`config.mk`:
```
export PLATFORM = sky130hd
export DESIGN_NAME = dma_chan_engine
export DESIGN_NICKNAME = d
export VERILOG_FILES = /design/src/rtl/dma_chan_engine.sv
export SDC_FILE = /design/constraint.sdc
export NUM_CORES = 1
export LEC_CHECK = 0
export CAP_MARGIN = 5
export CORE_ASPECT_RATIO = 2
export CORE_MARGIN = 2
export CORE_UTILIZATION = 58
export DETAILED_ROUTE_END_ITERATION = 16
export DONT_BUFFER_PORTS = 1
export GPL_TIMING_DRIVEN = 0
export MAX_ROUTING_LAYER = met4
export PLACE_DENSITY = 0.7
export SLEW_MARGIN = 20
export SYNTH_ARGS = -nofsm -noshare
export SYNTH_HDL_FRONTEND = slang
export SYNTH_SLANG_ARGS = --single-unit
```
`constraint.sdc`:
```
create_clock -name clk -period 3.41 [get_ports clk]
set_clock_uncertainty 0.15 [all_clocks]
set_input_delay 0.1705 -clock clk [delete_from_list [all_inputs] [get_ports clk]]
set_output_delay 0.1705 -clock clk [all_outputs]
set_load 0.005 [all_outputs]
```
`src/rtl/dma_chan_engine.sv`:
```
module dma_chan_engine #(
  parameter int AW = 16,
  parameter int CW = 16,
  parameter int PW = 8
) (
  input  logic          clk,
  input  logic          rst_n,
  input  logic          addr_wr,
  input  logic [AW-1:0] addr_wdata,
  input  logic          cnt_wr,
  input  logic [CW-1:0] cnt_wdata,
  input  logic          page_wr,
  input  logic [PW-1:0] page_wdata,
  input  logic          mode_wr,
  input  logic [7:0]    mode_wdata,
  input  logic          xfer,
  input  logic          tc_clr,
  output logic [PW+AW-1:0] mem_addr,
  output logic [CW-1:0] cur_cnt,
  output logic          tc,
  output logic          tc_flag,
  output logic          addr_down,
  output logic          auto_init,
  output logic [1:0]    xfer_type,
  output logic [1:0]    xfer_mode
);
  logic [AW-1:0] cur_addr, base_addr;
  logic [CW-1:0] base_cnt;
  logic [PW-1:0] page;
  logic [5:0]    mode_q;

  assign xfer_type = mode_q[1:0];
  assign auto_init = mode_q[2];
  assign addr_down = mode_q[3];
  assign xfer_mode = mode_q[5:4];
  assign mem_addr  = {page, cur_addr};

  wire any_wr  = addr_wr | cnt_wr | page_wr | mode_wr;
  wire take    = xfer & ~any_wr & (xfer_mode != 2'd3) & (xfer_type != 2'd3);
  wire at_end  = take & (cur_cnt == '0);
  wire reload  = at_end & auto_init;
  wire [AW-1:0] next_addr = addr_down ? cur_addr - 1'b1 : cur_addr + 1'b1;

  always_ff @(posedge clk) begin
    if (!rst_n) begin
      cur_addr  <= '0;
      base_addr <= '0;
      cur_cnt   <= '0;
      base_cnt  <= '0;
      page      <= '0;
      mode_q    <= '0;
      tc        <= 1'b0;
      tc_flag   <= 1'b0;
    end else begin
      tc <= at_end;
      if (at_end)      tc_flag <= 1'b1;
      else if (tc_clr) tc_flag <= 1'b0;
      if (page_wr) page   <= page_wdata;
      if (mode_wr) mode_q <= mode_wdata[7:2];
      if (addr_wr) begin
        cur_addr  <= addr_wdata;
        base_addr <= addr_wdata;
      end else if (reload) begin
        cur_addr <= base_addr;
      end else if (take) begin
        cur_addr <= next_addr;
      end
      if (cnt_wr) begin
        cur_cnt  <= cnt_wdata;
        base_cnt <= cnt_wdata;
      end else if (reload) begin
        cur_cnt <= base_cnt;
      end else if (take) begin
        cur_cnt <= cur_cnt - 1'b1;
      end
    end
  end
endmodule


```
==> impl_summary.md, run 1 <==
Status
The flow ran to the end, and the final reports show no timing, DRC or antenna violations.

Global route
The first global-routing pass estimated 20800 um of wire. Global routing used 34.6% of the available tracks across all layers. Global routing used 32.3% of the available met1 tracks.

In the global route stage, met2 resource usage came out at 63.1%. The via count of the first global-routing pass is 4297. Entering global routing, the biggest net connects 19 pins. The number of antenna violations at the first check in global routing is 0. The layer with the highest usage is met2. The met3 global-route usage is 7.82%. The total overflow left after global routing is 0.

Cells and area
Leaving out filler cells and counting taps, the final layout contains 672. The number of inserted diodes is 0. The final-stage net count is ~650. The fraction of layout instances using a drive strength above 1 is 6.90%. The filler cell count in the final layout is approximately 570. The area growth from synthesis to layout is 21.9%.

The post-route standard cell area excluding fillers is 5190 sq um. Once layout is complete, the utilization of the core stands at 71.9%.

Synth
The synthesized design contains 0 enable-type register cells. The fraction of registers with async set/reset is 0%. The gate count of the mapped netlist is approximately 500. The dominant cell by count in the synthesized netlist is dfxtp_1. By area the synthesized netlist is led by dfxtp_1 (38%), mux2i_1 (7.8%), a21oi_1 (7.5%). The proportion of netlist area held by the largest area contributor is 37.6%. Yosys mapped the design onto 64 distinct sky130hd cell types. By count the netlist is led by dfxtp_1 (80), a21oi_1 (64), nand2_1 (60). The number of warnings printed during yosys synthesis is 0. The post-synthesis area per instance is about 8.3 sq um. The library cell with the largest summed area after synthesis is dfxtp_1.

Summing every instance area after synthesis gives 4260 sq um. The number of nets in the synthesized netlist is just under 600. The proportion of synthesized chip area in sequential cells is 37.6%. Counting flops and latches in the post-synthesis netlist gives 80. For this run, the leading register cell type out of synthesis is dfxtp_1.

Power and ir drop
For this design the static power due to leakage is 2.12 nW. The total power consumption of the routed design is about 2.4 mW. The total power density per cell area is 456 nW/um^2. IR analysis of the VDD net gives a maximum drop of 0.470 mV.

Worst setup path
The kind of start point of the critical path is a register. Of all nets on the critical path, the largest fanout is 18. The setup path with the least slack is of type register to register. The required time reported for the critical path endpoint is 3.51 ns.

The kind of end point of the critical path is a register. The data arrival time at the worst-slack endpoint is 3.17 ns. The critical register-to-register path startpoint is mode_q[3]. The most critical setup path has its startpoint at mode_q[3].

Timing
The worst hold-check slack is 0.00714 ns. The worst pin sits at a relative slew slack of between 40% and 50%. Setup repair after global routing left no endpoint under its margin. The number of failing hold endpoints at the final stage came to 0.

The final worst setup slack is 0.337 ns. Setup violations remaining at the end of the flow were counted as 0. The fmax is 325 MHz. For the pin with the worst max-slew slack, the measured transition is 0.855 ns. The fraction of the cycle the final worst path needs is between 90% and 100%. Counting I/O delays and the setup requirement, the final critical path takes 3.07 ns. The number of slew-limit violations in the final report is 0. Setup total negative slack on the finished layout was measured at 0 ns.

Place
Buffers placed on the I/O ports in this run total 0. The final weighted congestion in routability-driven placement is 0.897. The detailed-placement wirelength estimate is 9280 um. The number of placed instances, taps included, is 604. Prior to clock tree synthesis, the placed netlist has a worst setup slack of 0.126 ns.

After detailed placement, the total cell area comes to 4370 sq um.

Die
The core region is 7210 sq um. In this run the horizontal extent of the chip is 64.6 um. The die height is 125 um. The number of placement rows is 44. The number of ports placed on the die boundary is 104. The die covers 8080 sq um. For this configuration, the core starts out at a cell density of 59.0%.

Drt
In the final routed layout, each cell accounts on average for between 15 and 20 um. The number of DRC violations after detailed routing is 0. The initial detailed-routing violation count is 293. The first detailed-routing pass ran for 6 iterations. The ratio of routed vias to standard cells is 6.22.

The total via count in the routed design is 4177. The total detailed-routing wirelength is 13100 um. The residual antenna-violating net count after detailed routing is 0.

CTS
The TritonCTS buffer count is 9. The number of levels the H-tree was split into is 3. The tree is rooted in a clkbuf_16. In this run the post-CTS setup repair buffer count came out at 0.

Clock tree synthesis found a total of 80 sinks. Clock-pin slew was measured on the worst setup and hold paths at ~0.060 ns. The maximum number of buffers from clock root to sink is 2. For the worst-skew pair, the clock arrives at the later sink with an insertion delay of 0.33 ns.

The TritonCTS clock tree is built.

Hold path
In this run the worst hold path is classified as input pin to register. The startpoint identified for the worst hold timing path is mode_wr.

Run
The tool flagged a number of max-cap violations equal to 0.
==> cell families (layout without fill, tap and decap cells) <==
family	Yosys count	in the layout	share of synthesized area [%]
AO/OA/AOI/OAI	154	154	23.0
XOR/XNOR	16	16	3.29
adder cells (fa/ha/maj)	17	17	5.17
buffers and inverters	43	111	4.67
flip-flops	80	80	37.6
multiplexers	33	33	7.76
AND/OR/NAND/NOR	169	169	18.5
==> cell usage in the layout (no fill, tap or decap), types with 2 or more instances in the layout <==
master	n
o21ai_0	25
a21o_1	5
buf_6	2
a221oi_1	3
a21oi_1	64
o31ai_1	2
dfxtp_1	79
and3_1	2
a22oi_1	2
nand4_1	3
a31oi_1	5
o21a_1	2
nand2_1	60
buf_2	6
buf_1	3
o221ai_1	11
dlygate4sd3_1	52
clkinv_2	2
clkinv_4	2
a211oi_1	9
clkbuf_16	9
o211ai_1	9
nor2b_1	3
nand2b_1	2
clkbuf_1	17
nor3_1	14
xor2_1	8
nor2_1	59
xnor2_1	8
ha_1	16
and2_1	3
nand3_1	9
clkbuf_8	3
mux2i_1	33
nor3b_1	2
inv_1	11
o211ai_2	2
==> registers in the layout, indices dropped and copies added, names as in the netlist <==
signal,count
cur_addr,16
cur_cnt,16
base_addr,16
tc_flag,1
base_cnt,16
mode_q,6
tc,1
page,8
==> report_power, final <==
group,internal [mW],switching (mW)
Sequential,0.992,0.0629
Combinational,0.171,0.213
Clock,0.552,0.375
==> cell type report <==
cell class	instances	area [sq um]	share of cell area (%)
multi-input combinational	389	2460	47.4
sequential	80	1600	30.9
timing repair buffer	52	520	10.0
clock buffer	12	267	5.14
buffer	30	150	2.89
tap	92	115	2.22
inverter	13	48.8	0.940
clock inverter	4	27.5	0.531
==> routing by layer <==
layer,up-vias,share of wire [%]
li1,1981,-
met1,1977,34
met2,168,55
met3,51,6.5
met4,0,3.9
met5,-,0
==> critical path: stages, from the launching register on <==
cell and delay [ns]:
dfxtp_2 0.46, ha_1 0.42, nand2_1 0.09, o311ai_1 0.61, nand3_1 0.19, o221ai_1 0.41
a21boi_0 0.23, xnor2_1 0.18, a211oi_1 0.24
==> final timing paths <==
| path | end | slack [ns] | depth (start not counted) |
|---|---|---|---|
| hold / removal | mode_q[5] | 0.007 | 3 |
| setup / recovery | cur_addr[15] | 0.34 | 8 |
| setup reg to reg | cur_addr[15] | 0.34 | 8 |
| hold reg to reg | base_cnt[5] | 0.31 | 2 |
==> repair_timing <==
item,4_1_cts,5_1_grt
hold buffers,52,0
gates resized for setup,0,1
endpoints found under the hold margin,77,0
setup endpoints to repair,0,1
Note: power is estimated with default switching activity, not from simulation.
==> inputs of run 2 (changes only) <==
--- a/config.mk
+++ b/config.mk
@@ -12,7 +12,6 @@
 export DETAILED_ROUTE_END_ITERATION = 16
 export DONT_BUFFER_PORTS = 1
 export GPL_TIMING_DRIVEN = 0
-export MAX_ROUTING_LAYER = met4
 export PLACE_DENSITY = 0.7
 export SLEW_MARGIN = 20
 export SYNTH_ARGS = -nofsm -noshare
==> run 2 against run 1 <==
Via count increased by 0.45%. Flip-flop and latch count unchanged. Critical path depth unchanged. Sequential power about the same. Register-to-register slack improved by 0.03 ns. First-iteration DRC count decreased by 5.1%. Routed wire length increased by 0.37%. Total power about the same. Clock power about the same. Final cell count unchanged. Design area unchanged.
==> impl_summary.md, run 2 (same netlist as run 1, synthesis figures left out) <==
Status
The flow ran to the end, and the final reports show no timing, DRC or antenna violations.

Place
The final weighted congestion in routability-driven placement was 0.882 (-1.6%). The number of buffer cells added on primary ports is 0 (unchanged). The worst-case setup slack after placement came to 0.126 ns (unchanged). The detailed-placement wirelength estimate came to 9280 um (unchanged). The placed instance area is 4370 sq um (unchanged).

CTS
The sink count of the clock tree came to 80 (unchanged). The number of levels the H-tree was split into is 3 (unchanged). The clock-pin slew on the worst setup and hold paths came to 0.06 ns (about the same). The TritonCTS buffer count is 9 (unchanged). The cell sitting at the root of the clock tree is a clkbuf_16.

TritonCTS built the clock tree. The insertion delay to the later sink of the worst-skew pair is 0.33 ns (about the same). The maximum number of buffers from clock root to sink is 2 (unchanged). The total setup buffers inserted after CTS is 0 (unchanged).

Drt
The number of DRC violations after detailed routing is 0 (unchanged). The total via count in the routed design was 4196 (+0.45%). The total detailed-routing wirelength is 13200 um (+0.37%). The ratio of routed vias to standard cells is 6.24 (+0.45%). The routed wire length per instance is 19.6 um (+0.37%). The iteration count of the initial detailed-routing pass was 4 (-2). The initial detailed-routing violation count was 278 (-5.1%). The residual antenna-violating net count after detailed routing is 0 (unchanged).

Cells and area
The number of inserted diodes came to 0 (unchanged). The final-stage net count is 648 (unchanged). The fraction of layout instances using a drive strength above 1 is 6.90% (unchanged).

In the layout the commonest cells are dfxtp_1 (79), a21oi_1 (64), nand2_1 (60). Leaving out fill and tap cells, the most frequent cell in the layout is dfxtp_1. The area growth from synthesis to final layout was 21.9% (unchanged). The post-route standard cell area excluding fillers is 5190 sq um (unchanged).

Timing
The transition time at the pin with the least slew margin is 0.881 ns (+0.0262 ns). Setup repair after global routing left no endpoint under its margin. The minimum clock period after layout is 3.04 ns (-0.0339 ns). The fmax was 329 MHz (+1.1%).

The worst-case headroom to the max-slew limit is 40.9% (-1.8 points). The fraction of the cycle the final worst path needs is 89.1% (-0.99 points). The summed negative setup slack over all endpoints is 0 ns (unchanged). The number of slew-limit violations in the final report was 0 (unchanged).

The final setup violation count is 0 (unchanged). The number of failing hold endpoints at the final stage is 0 (unchanged). The worst hold-check slack is 0.00607 ns (-0.00107 ns). The final worst setup slack came to 0.371 ns (+0.0339 ns).

Global route
The overflow left after global routing is 0 (unchanged). The largest net degree at the start of global routing came to 19 (unchanged). The number of antenna violations at the first check in global routing is 0 (unchanged). The first-pass GRT wire length is 20800 um (+0.13%).

The global router's overall resource usage is 33.6% (-0.95 points). The via count of the first global-routing pass is 4292 (-0.12%).

Power and ir drop
The switching power as a share of total power was 27.6% (+0.040 points). The worst vdd rail ir drop is 0.469 mV (-0.16%). The total power consumption of the routed design is 2.37 mW (about the same). The total power density per cell area is 456 nW/um^2 (about the same). The relative contribution of combinational cells to total power came to 16.2% (about the same).

The switching power summed over all nets was 0.653 mW (+0.20%). The static leakage came to 2.12 nW (unchanged). The part of the total power dissipated in sequential elements came to 44.6% (about the same). The internal portion of total power is 1.72 mW (about the same).

The share of power burned in the clock network is 39.2% (about the same).

Worst setup path
The startpoint identified for the worst register-to-register timing path is mode_q[3]. The required time reported for the critical path endpoint was 3.51 ns (about the same). The start-to-end type of the worst setup path is register to register.

The largest fanout on the critical path came to 18 (unchanged). The kind of end point of the critical path is a register. The data arrival time at the worst-slack endpoint is 3.14 ns (-0.03 ns). Traced cell by cell, the critical path runs through ha_1, nand2_1, o311ai_1, nand3_1, o221ai_1, a21boi_0, xnor2_1, a211oi_1. The source of the critical timing path is mode_q[3]. The kind of start point of the critical path is a register.

The stage delay of the slowest cell on the critical path is 0.62 ns (about the same). Among all stages on the critical path, the largest delay is contributed by o311ai_1.

Die
The horizontal die dimension is 64.6 um (unchanged). The number of placement rows was 44 (unchanged). The area enclosed by the die boundary is 8080 sq um (unchanged). The placeable core area is 7210 sq um (unchanged). The die height came to 125 um (unchanged).

The number of ports placed on the die boundary is 104 (unchanged). The starting density of the core is 59.0% (unchanged).

Hold path
The class of the tightest hold or removal check is input pin to register. The critical hold path startpoint is mode_wr.

Run
The number of violations of the max-capacitance limit is 0 (unchanged).
==> run 2: cell counts in the layout (fill, tap and decap cells not counted) <==
Identical to the previous run, type by type.
==> run 2: worst max-delay path: cells and delay by family, from the launching register on <==
kind | cells | cell delay [ns]
AO/OA/AOI/OAI | 4 | 1.47
XOR/XNOR | 1 | 0.18
adder cells (fa/ha/maj) | 1 | 0.42
flip-flops | 1 | 0.46
AND/OR/NAND/NOR | 2 | 0.28
==> run 2: metrics by stage <==
step                utilization, %  std cells
finish                        71.9        672
floorplan                        -        512
detailed placement            60.6        604
CTS                           71.9        672
global placement              60.6        604
global route                  71.9        672
==> run 2: area by class of cell <==
| class | instances | area, sq um |
|---|---|---|
| multi-input combinational | 389 | 2460 |
| inverter | 13 | 48.8 |
| sequential | 80 | 1600 |
| tap | 92 | 115 |
| buffer | 30 | 150 |
| timing repair buffer | 52 | 520 |
| clock inverter | 4 | 27.5 |
| clock buffer | 12 | 267 |
| fill | 566 | 2020 |
==> run 2: path summary, 6_finish.rpt <==
check | to | slack, ns | cells past startpoint
worst max register to register | cur_addr[15] | 0.37 | 8
worst min register to register | base_cnt[5] | 0.31 | 2
worst min-delay path | mode_q[5] | 0.006 | 3
worst max-delay path | cur_addr[15] | 0.37 | 8
==> run 2: power groups by stage <==
stage	combinational [mW]	clock, mW	sequential [mW]
after floorplan	0.256	0	1.05
after global placement	0.314	0	1.07
after detailed placement	0.324	0	1.07
after CTS	0.379	0.933	1.05
after global routing	0.425	0.973	1.06
final	0.384	0.928	1.06
==> run 2: layer usage <==
layer	GRT usage [%]	part of all wire [%]	up-vias
met1	32.4	34	1976
met5	0	0	-
met3	7.73	6.7	52
li1	-	-	1978
met4	18.3	4.1	0
met2	63.1	55	190
==> run 2: repair_timing <==
item,4_1_cts,5_1_grt
hold buffers,52,0
setup endpoints to repair,0,1
resized for setup,0,1
hold endpoints to repair,77,0
